==> src/rtl/mbf_pkg.sv <==
package mbf_pkg;
  typedef enum logic [3:0] {
    F_GOB  = 4'd0,
    F_MB   = 4'd1,
    F_CTRL = 4'd2,
    F_CBP  = 4'd3,
    F_QNT  = 4'd4,
    F_MVH  = 4'd5,
    F_MVV  = 4'd6,
    F_WAIT = 4'd15
  } field_e;
endpackage

==> src/rtl/mbf_seq.sv <==
module mbf_seq
  import mbf_pkg::*;
(
  input  logic   clk_i,
  input  logic   rst_ni,
  input  logic   start_i,
  input  logic   mc_i,
  input  logic   dready_i,
  output logic   accept_o,
  output logic   xfer_o,
  output logic   busy_o,
  output field_e tag_o
);
  logic   busy_q;
  field_e tag_q;

  assign accept_o = start_i && !busy_q;
  assign xfer_o   = busy_q && dready_i;
  assign busy_o   = busy_q;
  assign tag_o    = tag_q;

  always_ff @(posedge clk_i or negedge rst_ni) begin
    if (!rst_ni) begin
      busy_q <= 1'b0;
      tag_q  <= F_GOB;
    end else if (accept_o) begin
      busy_q <= 1'b1;
      tag_q  <= F_GOB;
    end else if (xfer_o) begin
      unique case (tag_q)
        F_GOB:  tag_q <= F_MB;
        F_MB:   tag_q <= F_CTRL;
        F_CTRL: tag_q <= F_CBP;
        F_CBP:  tag_q <= F_QNT;
        F_QNT: begin
          if (mc_i) tag_q <= F_MVH;
          else      busy_q <= 1'b0;
        end
        F_MVH:  tag_q <= F_MVV;
        default: busy_q <= 1'b0;
      endcase
    end
  end


  stall_hold_chk: assert property (@(posedge clk_i) disable iff (!rst_ni)
    busy_q && !dready_i |=> busy_q && $stable(tag_q));


  mv_skip_chk: assert property (@(posedge clk_i) disable iff (!rst_ni)
    xfer_o && tag_q == F_QNT && !mc_i |=> !busy_q);


  mv_order_chk: assert property (@(posedge clk_i) disable iff (!rst_ni)
    xfer_o && tag_q == F_MVH |=> busy_q && tag_q == F_MVV);
endmodule

==> src/rtl/mbf_cbp.sv <==
module mbf_cbp #(
  parameter int NSUB  = 6,
  parameter int BUS_W = 8
) (
  input  logic [NSUB-1:0]  coded_i,
  output logic [BUS_W-1:0] byte_o
);
  // sub-block k+1 lands on bit NSUB-k; bit 0 and bits above NSUB stay low
  for (genvar b = 0; b < BUS_W; b++) begin : g_bit
    if (b >= 1 && b <= NSUB) begin : g_map
      assign byte_o[b] = coded_i[NSUB-b];
    end else begin : g_zero
      assign byte_o[b] = 1'b0;
    end
  end
endmodule

==> src/rtl/mbf_pack.sv <==
module mbf_pack
  import mbf_pkg::*;
#(
  parameter int BUS_W = 8,
  parameter int GOB_W = 4,
  parameter int MB_W  = 6,
  parameter int NSUB  = 6,
  parameter int Q_W   = 5,
  parameter int MV_W  = 5
) (
  input  logic             valid_i,
  input  field_e           tag_i,
  input  logic [GOB_W-1:0] gob_i,
  input  logic [MB_W-1:0]  mb_i,
  input  logic [NSUB-1:0]  coded_i,
  input  logic [Q_W-1:0]   quant_i,
  input  logic             mc_i,
  input  logic [MV_W-1:0]  mvh_i,
  input  logic [MV_W-1:0]  mvv_i,
  output logic             dvalid_o,
  output logic [3:0]       dmode_o,
  output logic [BUS_W-1:0] dbus_o
);
  logic [BUS_W-1:0] cbp_byte;
  logic             fixed_mb;

  mbf_cbp #(.NSUB(NSUB), .BUS_W(BUS_W)) u_cbp (
    .coded_i(coded_i),
    .byte_o (cbp_byte)
  );

  assign fixed_mb = !mc_i && (coded_i == '0);

  always_comb begin
    dvalid_o = valid_i;
    dmode_o  = valid_i ? 4'(tag_i) : 4'(F_WAIT);
    dbus_o   = '0;
    if (valid_i) begin
      unique case (tag_i)
        F_GOB:  dbus_o[GOB_W-1:0] = gob_i;
        F_MB:   dbus_o[MB_W-1:0]  = mb_i;
        F_CTRL: dbus_o[1:0]       = {mc_i, fixed_mb};
        F_CBP:  dbus_o            = cbp_byte;
        F_QNT:  dbus_o[Q_W-1:0]   = quant_i;
        F_MVH:  dbus_o[MV_W-1:0]  = mvh_i;
        F_MVV:  dbus_o[MV_W-1:0]  = mvv_i;
        default: dbus_o = '0;
      endcase
    end
  end
endmodule

==> src/rtl/mb_hdr_fmt.sv <==
module mb_hdr_fmt
  import mbf_pkg::*;
#(
  parameter int BUS_W = 8,
  parameter int GOB_W = 4,
  parameter int MB_W  = 6,
  parameter int NSUB  = 6,
  parameter int Q_W   = 5,
  parameter int MV_W  = 5
) (
  input  logic             clk_i,
  input  logic             rst_ni,
  input  logic             start_i,
  input  logic [GOB_W-1:0] gob_i,
  input  logic [MB_W-1:0]  mb_i,
  input  logic [NSUB-1:0]  coded_i,
  input  logic [Q_W-1:0]   quant_i,
  input  logic             mc_i,
  input  logic [MV_W-1:0]  mvh_i,
  input  logic [MV_W-1:0]  mvv_i,
  input  logic             dready_i,
  output logic             ready_o,
  output logic             dvalid_o,
  output logic [3:0]       dmode_o,
  output logic [BUS_W-1:0] dbus_o
);
  logic             accept, xfer, busy;
  field_e           tag;
  logic [GOB_W-1:0] gob_q;
  logic [MB_W-1:0]  mb_q;
  logic [NSUB-1:0]  coded_q;
  logic [Q_W-1:0]   quant_q;
  logic             mc_q;
  logic [MV_W-1:0]  mvh_q, mvv_q;

  always_ff @(posedge clk_i or negedge rst_ni) begin
    if (!rst_ni) begin
      gob_q <= '0; mb_q <= '0; coded_q <= '0; quant_q <= '0;
      mc_q  <= 1'b0; mvh_q <= '0; mvv_q <= '0;
    end else if (accept) begin
      gob_q <= gob_i; mb_q <= mb_i; coded_q <= coded_i; quant_q <= quant_i;
      mc_q  <= mc_i;  mvh_q <= mvh_i; mvv_q <= mvv_i;
    end
  end

  mbf_seq u_seq (
    .clk_i   (clk_i),
    .rst_ni  (rst_ni),
    .start_i (start_i),
    .mc_i    (mc_q),
    .dready_i(dready_i),
    .accept_o(accept),
    .xfer_o  (xfer),
    .busy_o  (busy),
    .tag_o   (tag)
  );

  assign ready_o = !busy;

  mbf_pack #(
    .BUS_W(BUS_W), .GOB_W(GOB_W), .MB_W(MB_W),
    .NSUB(NSUB), .Q_W(Q_W), .MV_W(MV_W)
  ) u_pack (
    .valid_i (xfer),
    .tag_i   (tag),
    .gob_i   (gob_q),
    .mb_i    (mb_q),
    .coded_i (coded_q),
    .quant_i (quant_q),
    .mc_i    (mc_q),
    .mvh_i   (mvh_q),
    .mvv_i   (mvv_q),
    .dvalid_o(dvalid_o),
    .dmode_o (dmode_o),
    .dbus_o  (dbus_o)
  );


  start_drop_chk: assert property (@(posedge clk_i) disable iff (!rst_ni)
    start_i && ready_o |=> !ready_o);


  idle_quiet_chk: assert property (@(posedge clk_i) disable iff (!rst_ni)
    ready_o |-> !dvalid_o && dmode_o == 4'(F_WAIT) && dbus_o == '0);


  wait_tag_chk: assert property (@(posedge clk_i) disable iff (!rst_ni)
    !dready_i |-> !dvalid_o && dmode_o == 4'(F_WAIT));


  cbp_edge_chk: assert property (@(posedge clk_i) disable iff (!rst_ni)
    dvalid_o && dmode_o == 4'(F_CBP) |-> !dbus_o[BUS_W-1] && !dbus_o[0]);


  fixed_mb_chk: assert property (@(posedge clk_i) disable iff (!rst_ni)
    dvalid_o && dmode_o == 4'(F_CTRL) |-> dbus_o[0] == (!mc_q && coded_q == '0));


  gob_upper_chk: assert property (@(posedge clk_i) disable iff (!rst_ni)
    dvalid_o && dmode_o == 4'(F_GOB) |-> dbus_o[BUS_W-1:GOB_W] == '0);
endmodule

==> config.mk <==
export PLATFORM = sky130hd
export DESIGN_NAME = mb_hdr_fmt
export DESIGN_NICKNAME = d
export VERILOG_FILES = /design/src/rtl/mbf_pkg.sv /design/src/rtl/mbf_seq.sv /design/src/rtl/mbf_cbp.sv /design/src/rtl/mbf_pack.sv /design/src/rtl/mb_hdr_fmt.sv
export SDC_FILE = /design/constraint.sdc
export NUM_CORES = 1
export LEC_CHECK = 0
export BUFFER_PORTS_ARGS = -buffer_cell sky130_fd_sc_hd__buf_2
export CAP_MARGIN = 20
export CORE_UTILIZATION = 50
export CTS_BUF_LIST = sky130_fd_sc_hd__clkbuf_8
export DETAILED_ROUTE_END_ITERATION = 16
export GPL_ROUTABILITY_DRIVEN = 0
export HOLD_SLACK_MARGIN = 0.06
export PLACE_DENSITY = 0.75
export SYNTH_ARGS = -nofsm -noshare
export SYNTH_HDL_FRONTEND = slang
export SYNTH_HIERARCHICAL = 1
export SYNTH_SLANG_ARGS = --single-unit
==> constraint.sdc <==
create_clock -name clk_i -period 2.2 [get_ports clk_i]
set_clock_uncertainty 0.1 [all_clocks]
set_input_delay 0.33 -clock clk_i [delete_from_list [all_inputs] [get_ports clk_i]]
set_output_delay 0.33 -clock clk_i [all_outputs]
set_load 0.05 [all_outputs]
After elaboration in Yosys (flattened, before gate mapping)
Index checks and enable logic that the tools add are counted.

word-level totals
  bits of input ports = 36
  register bits after elaboration = 37
  word-level logic and storage cells = 45

cells by class
  reduce and logical (&&, ||, !) cells = 12
  equality and inequality tests = 9
  muxes and demuxes = 15

operators by type and width
  kind                number
  $pmux 4 s6          1
  $mux 4              4
  $pmux 2 s7          1
  $eq 4x3->1 const B  3
  $pmux 2 s6          1
  $eq 4x2->1 const B  2
  $mux 7              1
  $reduce_bool 7->1   1
  $logic_not 6->1     1
  $ne 3x3->1 const B  2
  $reduce_and 3->1    2
  $pmux 1 s5          1
  $reduce_or 5->1     1
  $eq 4x1->1 const B  1
  $logic_not 4->1     1
  $mux 1              4
  $pmux 1 s2          2
  $logic_and 1x1->1   3
  $logic_not 1->1     2
  $ne 2x1->1 const B  1
  $reduce_bool 2->1   1

Depth between registers and ports, before layout
Gate-level depths: netlist (run 1).

  depth after elaboration = 5
  mapped depth = 7
  depth with buffers taken out = 6

Modules after synthesis
Netlist (run 1), hierarchy kept.

modules (own cells, without submodules)
  module      instances  area an instance (µm²)  seq. area each (µm²)  cells an instance
  mb_hdr_fmt  1          1348.8                  800.8                 69
  mbf_pack    1          417.9                   0.0                   60
  mbf_seq     1          390.4                   100.1                 46
  mbf_cbp     1          63.8                    0.0                   9

Worst setup path before layout (run 1)
OpenSTA, ideal clock, no wires.

  kind = reg-to-output
  start point = reg u_seq.busy_q, in the netlist u_seq/busy_o
  end point = out dbus_o[5]
  data arrival time = 2.622 ns
  required time = 1.770 ns
  setup slack = -0.852 ns
  stages on the path, launching flop included = 6
  path buffers = 1
  cell sequence = dfrtp_1 nand2_1 inv_1 nand2b_1 clkbuf_1 nor4_1

on the way
  word-level cells in the longest chain between the ends = 2

ends and longest elaborated chain
  element                   line              RTL
  start: declaration        mbf_seq.sv:14     logic busy_q;
  start signal: assignment  mbf_seq.sv:24     busy_q <= 1'b0;
  start signal: assignment  mbf_seq.sv:27     busy_q <= 1'b1;
  start signal: assignment  mbf_seq.sv:37     else busy_q <= 1'b0;
  $logic_and 1x1->1         mbf_seq.sv:18     assign xfer_o = busy_q && dready_i;
  via xfer                  mb_hdr_fmt.sv:27  logic accept, xfer, busy;
  $mux 7                    mbf_pack.sv:38    if (valid_i) begin
  end: declaration          mb_hdr_fmt.sv:25  output logic [BUS_W-1:0] dbus_o

The timed path passes the listed nets, and every way through them passes these cells.

Worst setup path after layout (run 1)
  start point = reg u_seq.tag_q[2], in the netlist u_seq/tag_o[2]
  end point = out dbus_o[3]

on the way
  word-level cells in the longest chain between the ends = 3
  elaborated cells on any way between the ends = 8
  those cells by class = 5 x eq/ne; 2 x mux; 1 x reduce/logical

ends and longest elaborated chain
  element                             line            RTL
  start: declaration                  mbf_seq.sv:15   field_e tag_q;
  start signal: assignment            mbf_seq.sv:25   tag_q <= F_GOB;
  start signal: assignment            mbf_seq.sv:28   tag_q <= F_GOB;
  start signal: assignment            mbf_seq.sv:31   F_GOB: tag_q <= F_MB;
  $eq 4x3->1 (tied with other cells)  mbf_pack.sv:39  unique case (tag_i)
  $pmux 2 s6 *                        mbf_pack.sv:39
  $mux 7 *                            mbf_pack.sv:38

Every way passes the cells marked *; elsewhere a longest branch is shown, timed or not.

==> flow_summary.yaml, run 1 <==
critical_path:
  path_class: "reg2out"
  cp_max_fo: 14
  endpoint_kind: "output pin"
  crit_required_ps: 1770
  arrival_ps: 1720
  slowest_stage: "dfrtp_1"
  crit_chain: "buf_12 -> mux2_4 -> a222oi_1 -> nor2_1 -> buf_6"
  crit_family: "flip-flops"
  crit_buf_inv: 2
  crit_path_start_kind: "flop"
  cpPeakStageDelay_ps: 410
clock_network:
  cts.reportedPaths.clkPinSlew_ps: 70
  clock-sinks: 36
  ctsLongestPathBuffers: 2
  clkLatencyLatePin_ps: 280
  cts_root_buffer: "clkbuf_8"
  cts_htree_levels: 2
  numCtsBuffers: 5
  cts_tree: "yes"
hold_path:
  hold_class: "in2reg"
finish:
  synthToLayoutAreaGrowth_pct: 20.96
  utilization: 0.6482
  fin_area_um2: 2686
  insertedDiodeCount: 0
  fin_cells: 285
  n_fill_cell: 330
  layout-drive-gt1-share: 0.5404
  fin_nets: 273
synthesis:
  ys_ff_latch: 36
  syn_inst: 184
  synthArstFlopShare: 1.000
  synth.cell_area_um2: 2221
  synth_edf_count: 0
  syn_area_per_cell_um2: 12.07
  ys_seq_area_frac: 0.4056
  ys_warn_count: 6
  synthFlopType: "dfrtp_1"
  ys_types: 44
sta:
  final.setup.tns_ps: 0
  slew_headroom: 0.4544
  fin_crit_sh: 0.9794
  finalCriticalPeriod_ps: 2155
  slew_violations: 0
  grt_setup_unrepaired: "true"
  setup_ws_ps: 45.21
  setup_violations: 0
  timing.hold.ws_ps: 171.2
  tightest_slew_ps: 818.5
  finalHoldViolCount: 0
  max_freq_mhz: 464.1
power_and_ir_drop:
  internal_power_mw: 2.436
  netSwitchingFraction: 0.3935
  power.switching_mw: 1.580
  p_leak_nw: 1.264
  ir_worst_vdd_v: 0.0006749
  power.density_nw_per_um2: 1495
  clockPowerShare: 0.107
  power_mw: 4.016
  comb_power_share: 0.570
  p_seq_frac: 0.323
drt:
  drt_first_iter_violations: 146
  drtAntennaViolNets: 0
  drc: 0
  drt-pass1-iter-count: 5
  vias_per_cell: 5.404
  routed_wirelength_um: 4571
  wl_per_cell_um: 16.04
  num_vias: 1540
grt:
  grt_pass1_vias: 1388
  grt_antenna_before_repair: 0
  track_usage: 0.2047
  grt-ovfl-total: 0
  grt_max_degree: 37
  grt_pass1_wl_um: 6782
placed_design:
  placed_area_um2: 2429
  port_buffers: 48
  dp_slack_ps: 143.9
  dp_hpwl_um: 3022
  numPlacedInstances: 268
die:
  die-width_um: 68.65
  coreArea_um2: 4144
  io_pins: 50
  row_count: 23
  die_h_um: 68.65
  dieArea_um2: 4712
  initial_utilization: 0.5359
flow_run:
  cap_violations: 0
outcome:
  run_status: "finished clean"
==> layout make-up <==
cell class                 count  area [um2]  share of cell area
clock inverter                 2       8.758            0.003260
clock buffer                   5       68.82             0.02562
inverter                       6       22.52            0.008384
sequential                    36       904.6              0.3367
tap                           50       62.56             0.02329
timing repair buffer          66       456.7              0.1700
multi-input combinational    120        1162              0.4327
==> registers in the layout, indices dropped and copies added, names as in the netlist <==
name          count
gob_q             4
mvv_q             5
coded_q           6
u_seq/busy_o      1
quant_q           5
mvh_q             5
mb_q              6
mc_q              1
u_seq/tag_o       3
==> cells in the final DEF (no fill, tap or decap), types with 3 or more instances in the layout <==
cell / count
conb_1: 3
dfrtp_2: 3
a21oi_1: 7
mux2i_1: 5
a21o_1: 3
buf_2: 41
clkbuf_8: 5
dfrtp_1: 33
mux2_4: 32
nand3_1: 4
inv_1: 4
o21ai_0: 6
nand2b_1: 5
and2_1: 3
nor2_1: 8
buf_4: 17
buf_6: 3
mux2_2: 4
nand2_1: 5
==> timing repair <==
action	CTS	global route
setup buffers	1	7
gates cloned	1	0
resized for setup	11	12
hold buffers	1	0
pin swaps	0	3
endpoints found under the setup margin	7	7
endpoints found under the hold margin	36	0
==> worst paths after layout <==
kind / from / slack (ps) / cells past startpoint / end
worst max-delay path: u_seq/tag_o[2]$_DFFE_PN0P_ / 50 / 5 / dbus_o[3]
worst min-delay path: gob_i[3] / 170 / 2 / gob_q[3]$_DFFE_PN0P_
worst max register to register: u_seq/tag_o[2]$_DFFE_PN0P_ / 240 / 8 / u_seq/tag_o[0]$_DFFE_PN0P_
worst min register to register: mvh_q[3]$_DFFE_PN0P_ / 410 / 1 / mvh_q[3]$_DFFE_PN0P_
max in group asynchronous: rst_ni / 850 / 2 / u_seq/tag_o[1]$_DFFE_PN0P_
min in group asynchronous: rst_ni / 580 / 2 / u_seq/tag_o[0]$_DFFE_PN0P_
==> power groups by stage <==
stage / registers, mW / clock network, mW / logic, mW
after detailed placement: 1.28 / 0 / 2.03
after floorplan: 1.17 / 0 / 1.85
final: 1.30 / 0.432 / 2.29
after global routing: 1.34 / 0.473 / 2.44
after CTS: 1.29 / 0.446 / 2.13
after global placement: 1.27 / 0 / 1.99
==> cells in the mapped netlist, types with 2 or more instances <==
cell	instances	area (um2)
a211oi_1	2	15.01
buf_2	3	15.01
ha_1	2	25.02
o2111ai_1	2	17.52
conb_1	2	7.510
buf_4	13	97.59
a222oi_1	2	20.02
a21o_1	3	22.52
and2_1	3	18.77
a21oi_1	7	35.03
nor2_4	2	22.52
buf_12	3	60.06
nor2_1	8	30.03
mux2i_1	5	50.05
nand3_1	4	20.02
o21ai_1	2	10.01
mux2_4	32	480.5
nor4_1	3	18.77
nor3_1	2	10.01
nand2b_1	6	37.54
dfrtp_1	36	900.9
o21ai_0	6	30.03
nand2_1	7	26.28
mux2_2	4	45.04
inv_1	5	18.77
buf_6	2	22.52
==> metal layers <==
layer  track usage  wire (um)
met5             0          0
met1        0.2819       2116
met3       0.05428        314
met4        0.1146         69
met2        0.2880       2070
==> kinds of logic after synthesis <==
family                     Yosys count  synth area share
AOI/OAI and AO/OA                   32            0.1037
xor gates and xnor gates             1          0.003944
adders and majority gates            2           0.01127
buffers and inverters               29            0.1020
DFF                                 36            0.4056
muxes                               42            0.2693
other                                2          0.003382
and+or+nand+nor                     40            0.1009
Note: power is estimated with default switching activity, not from simulation.
==> inputs of run 2 (changes only) <==
--- a/config.mk
+++ b/config.mk
@@ -5,14 +5,16 @@
 export SDC_FILE = /design/constraint.sdc
 export NUM_CORES = 1
 export LEC_CHECK = 0
-export BUFFER_PORTS_ARGS = -buffer_cell sky130_fd_sc_hd__buf_2
+export BUFFER_PORTS_ARGS = -buffer_cell sky130_fd_sc_hd__buf_4
 export CAP_MARGIN = 20
-export CORE_UTILIZATION = 50
+export CELL_PAD_IN_SITES_DETAIL_PLACEMENT = 1
+export CELL_PAD_IN_SITES_GLOBAL_PLACEMENT = 2
+export CORE_UTILIZATION = 37
 export CTS_BUF_LIST = sky130_fd_sc_hd__clkbuf_8
 export DETAILED_ROUTE_END_ITERATION = 16
 export GPL_ROUTABILITY_DRIVEN = 0
 export HOLD_SLACK_MARGIN = 0.06
-export PLACE_DENSITY = 0.75
+export PLACE_DENSITY_LB_ADDON = 0.1
 export SYNTH_ARGS = -nofsm -noshare
 export SYNTH_HDL_FRONTEND = slang
 export SYNTH_HIERARCHICAL = 1
==> flow_summary.yaml, run 2 (synthesized netlist as in run 1, its figures left out) <==
sta:
  finalHoldViolCount: 0
  grt_setup_unrepaired: "true"
  fin_crit_sh: 0.9750
  timing.hold.ws_ps: 174.7
  setup_violations: 0
  max_freq_mhz: 466.2
  slew_violations: 0
  finalCriticalPeriod_ps: 2145
die:
  die_h_um: 79.48
  dieArea_um2: 6316
  row_count: 27
  initial_utilization: 0.3937
  coreArea_um2: 5642
  die-width_um: 79.48
  io_pins: 50
clock_network:
  cts.reportedPaths.clkPinSlew_ps: 70
  cts_tree: "yes"
  clkLatencyLatePin_ps: 280
  cts_root_buffer: "clkbuf_8"
  ctsLongestPathBuffers: 2
  numCtsBuffers: 5
  clock-sinks: 36
  cts_htree_levels: 2
finish:
  synthToLayoutAreaGrowth_pct: 25.92
  fin_nets: 275
  final_cell_mix: "buf_4 (62), mux2_4 (32), dfrtp_1 (32), nor2_1 (8), a21oi_1 (7)"
  mostFrequentLayoutCell: "buf_4"
  layout-drive-gt1-share: 0.5485
  insertedDiodeCount: 0
  reg_top3: "coded_q: 6 flops, mb_q: 6 flops"
  n_fill_cell: 605
  utilization: 0.4957
  fin_area_um2: 2796
drt:
  drtAntennaViolNets: 0
  drt_first_iter_violations: 40
  num_vias: 1558
  vias_per_cell: 5.042
  drt-pass1-iter-count: 4
  routed_wirelength_um: 5201
  drc: 0
  wl_per_cell_um: 16.83
critical_path:
  ff2ff_setup_slack_ps: 280
  cp_max_fo: 13
  path_class: "reg2out"
  crit_path_start_kind: "flop"
  endpoint_kind: "output pin"
  arrival_ps: 1720
  r2r_start: "u_seq/tag_o[1]$_DFFE_PN0P_"
  rr_worst_depth: 7
  rr_endpoint: "u_seq/tag_o[0]$_DFFE_PN0P_"
  crit_required_ps: 1770
placed_design:
  dp_hpwl_um: 3849
  port_buffers: 48
  placed_area_um2: 2599
power_and_ir_drop:
  ir_worst_vdd_v: 0.0005503
  p_leak_nw: 1.295
  power.density_nw_per_um2: 1443
outcome:
  run_status: "finished clean"
grt:
  grt_pass1_wl_um: 8611
  grt_max_degree: 37
  grt_pass1_vias: 1739
  track_usage: 0.1802
  grt-ovfl-total: 0
  grt_antenna_before_repair: 0
hold_path:
  hold_path_depth: 2
  hold_end: "coded_q[0]$_DFFE_PN0P_"
  hold_class: "in2reg"
  hp-start: "coded_i[0]"
flow_run:
  cap_violations: 0
## run 2: cell types whose count changed in the layout (fill, tap and decap cells not counted), sizes merged
| cell | change |
|---|---|
| buf | +4 |
| bufbuf | -1 |
| clkbuf | -1 |
| clkinv | -1 |
| inv | +1 |
## run 2: how the worst max path moves through the flow
| stage | to | cells after the start | startpoint |
|---|---|---|---|
| final | dbus_o[3] | 5 | u_seq/tag_o[2]$_DFFE_PN0P_ |
| after global routing | dbus_o[3] | 6 | u_seq/tag_o[1]$_DFFE_PN0P_ |
| after CTS | dbus_o[5] | 6 | u_seq/busy_o$_DFFE_PN0P_ |
| after detailed placement | dbus_o[6] | 7 | dready_i |
| after global placement | dbus_o[6] | 7 | dready_i |
| after floorplan | dbus_o[2] | 6 | u_seq/busy_o$_DFFE_PN0P_ |
## run 2: worst max-delay path, cell delays in order, from the launching register on
cell,delay (ps)
dfrtp_1,410
buf_12,160
mux2_4,290
a222oi_1,310
nor2_1,100
buf_6,160
## run 2: metal layers
layer	wire length, um	GRT usage
met5	0	0
met4	34	0.04364
met3	205	0.04914
met1	2349	0.2266
met2	2611	0.3043
## run 2: layout make-up
| cell class | count | area [um2] | area share |
|---|---|---|---|
| multi-input cells | 120 | 1151 | 0.4116 |
| flip-flops and latches | 36 | 905.9 | 0.3239 |
| repair buffers | 68 | 549.3 | 0.1964 |
| well taps | 72 | 90.09 | 0.03221 |
| clock buffers | 5 | 68.82 | 0.02461 |
| inverters | 6 | 22.52 | 0.008054 |
| clock inverters | 2 | 8.758 | 0.003132 |
## run 2: power breakdown
part | internal (mW) | switching [mW]
Clock | 0.210 | 0.221
Combinational | 1.22 | 1.10
Sequential | 1.01 | 0.278
## run 2: per-stage QoR
step	power, mW	TNS, ps	setup slack, ps	instances
CTS	3.967	0	4.965	304
floorplan	3.015	-876.8	-216.8	185
global route	4.316	-44.65	-17.00	309
finish	4.035	0	54.89	309
detailed placement	3.458	0	157.1	293
global placement	3.389	0	174.0	293
## run 2: timing repair
action / in CTS / in global routing
setup buffers: 3 / 5
hold buffers: 1 / 0
resized for setup: 3 / 11
setup endpoints to repair: 4 / 7
pin swaps: 0 / 6
endpoints found under the hold margin: 36 / 0
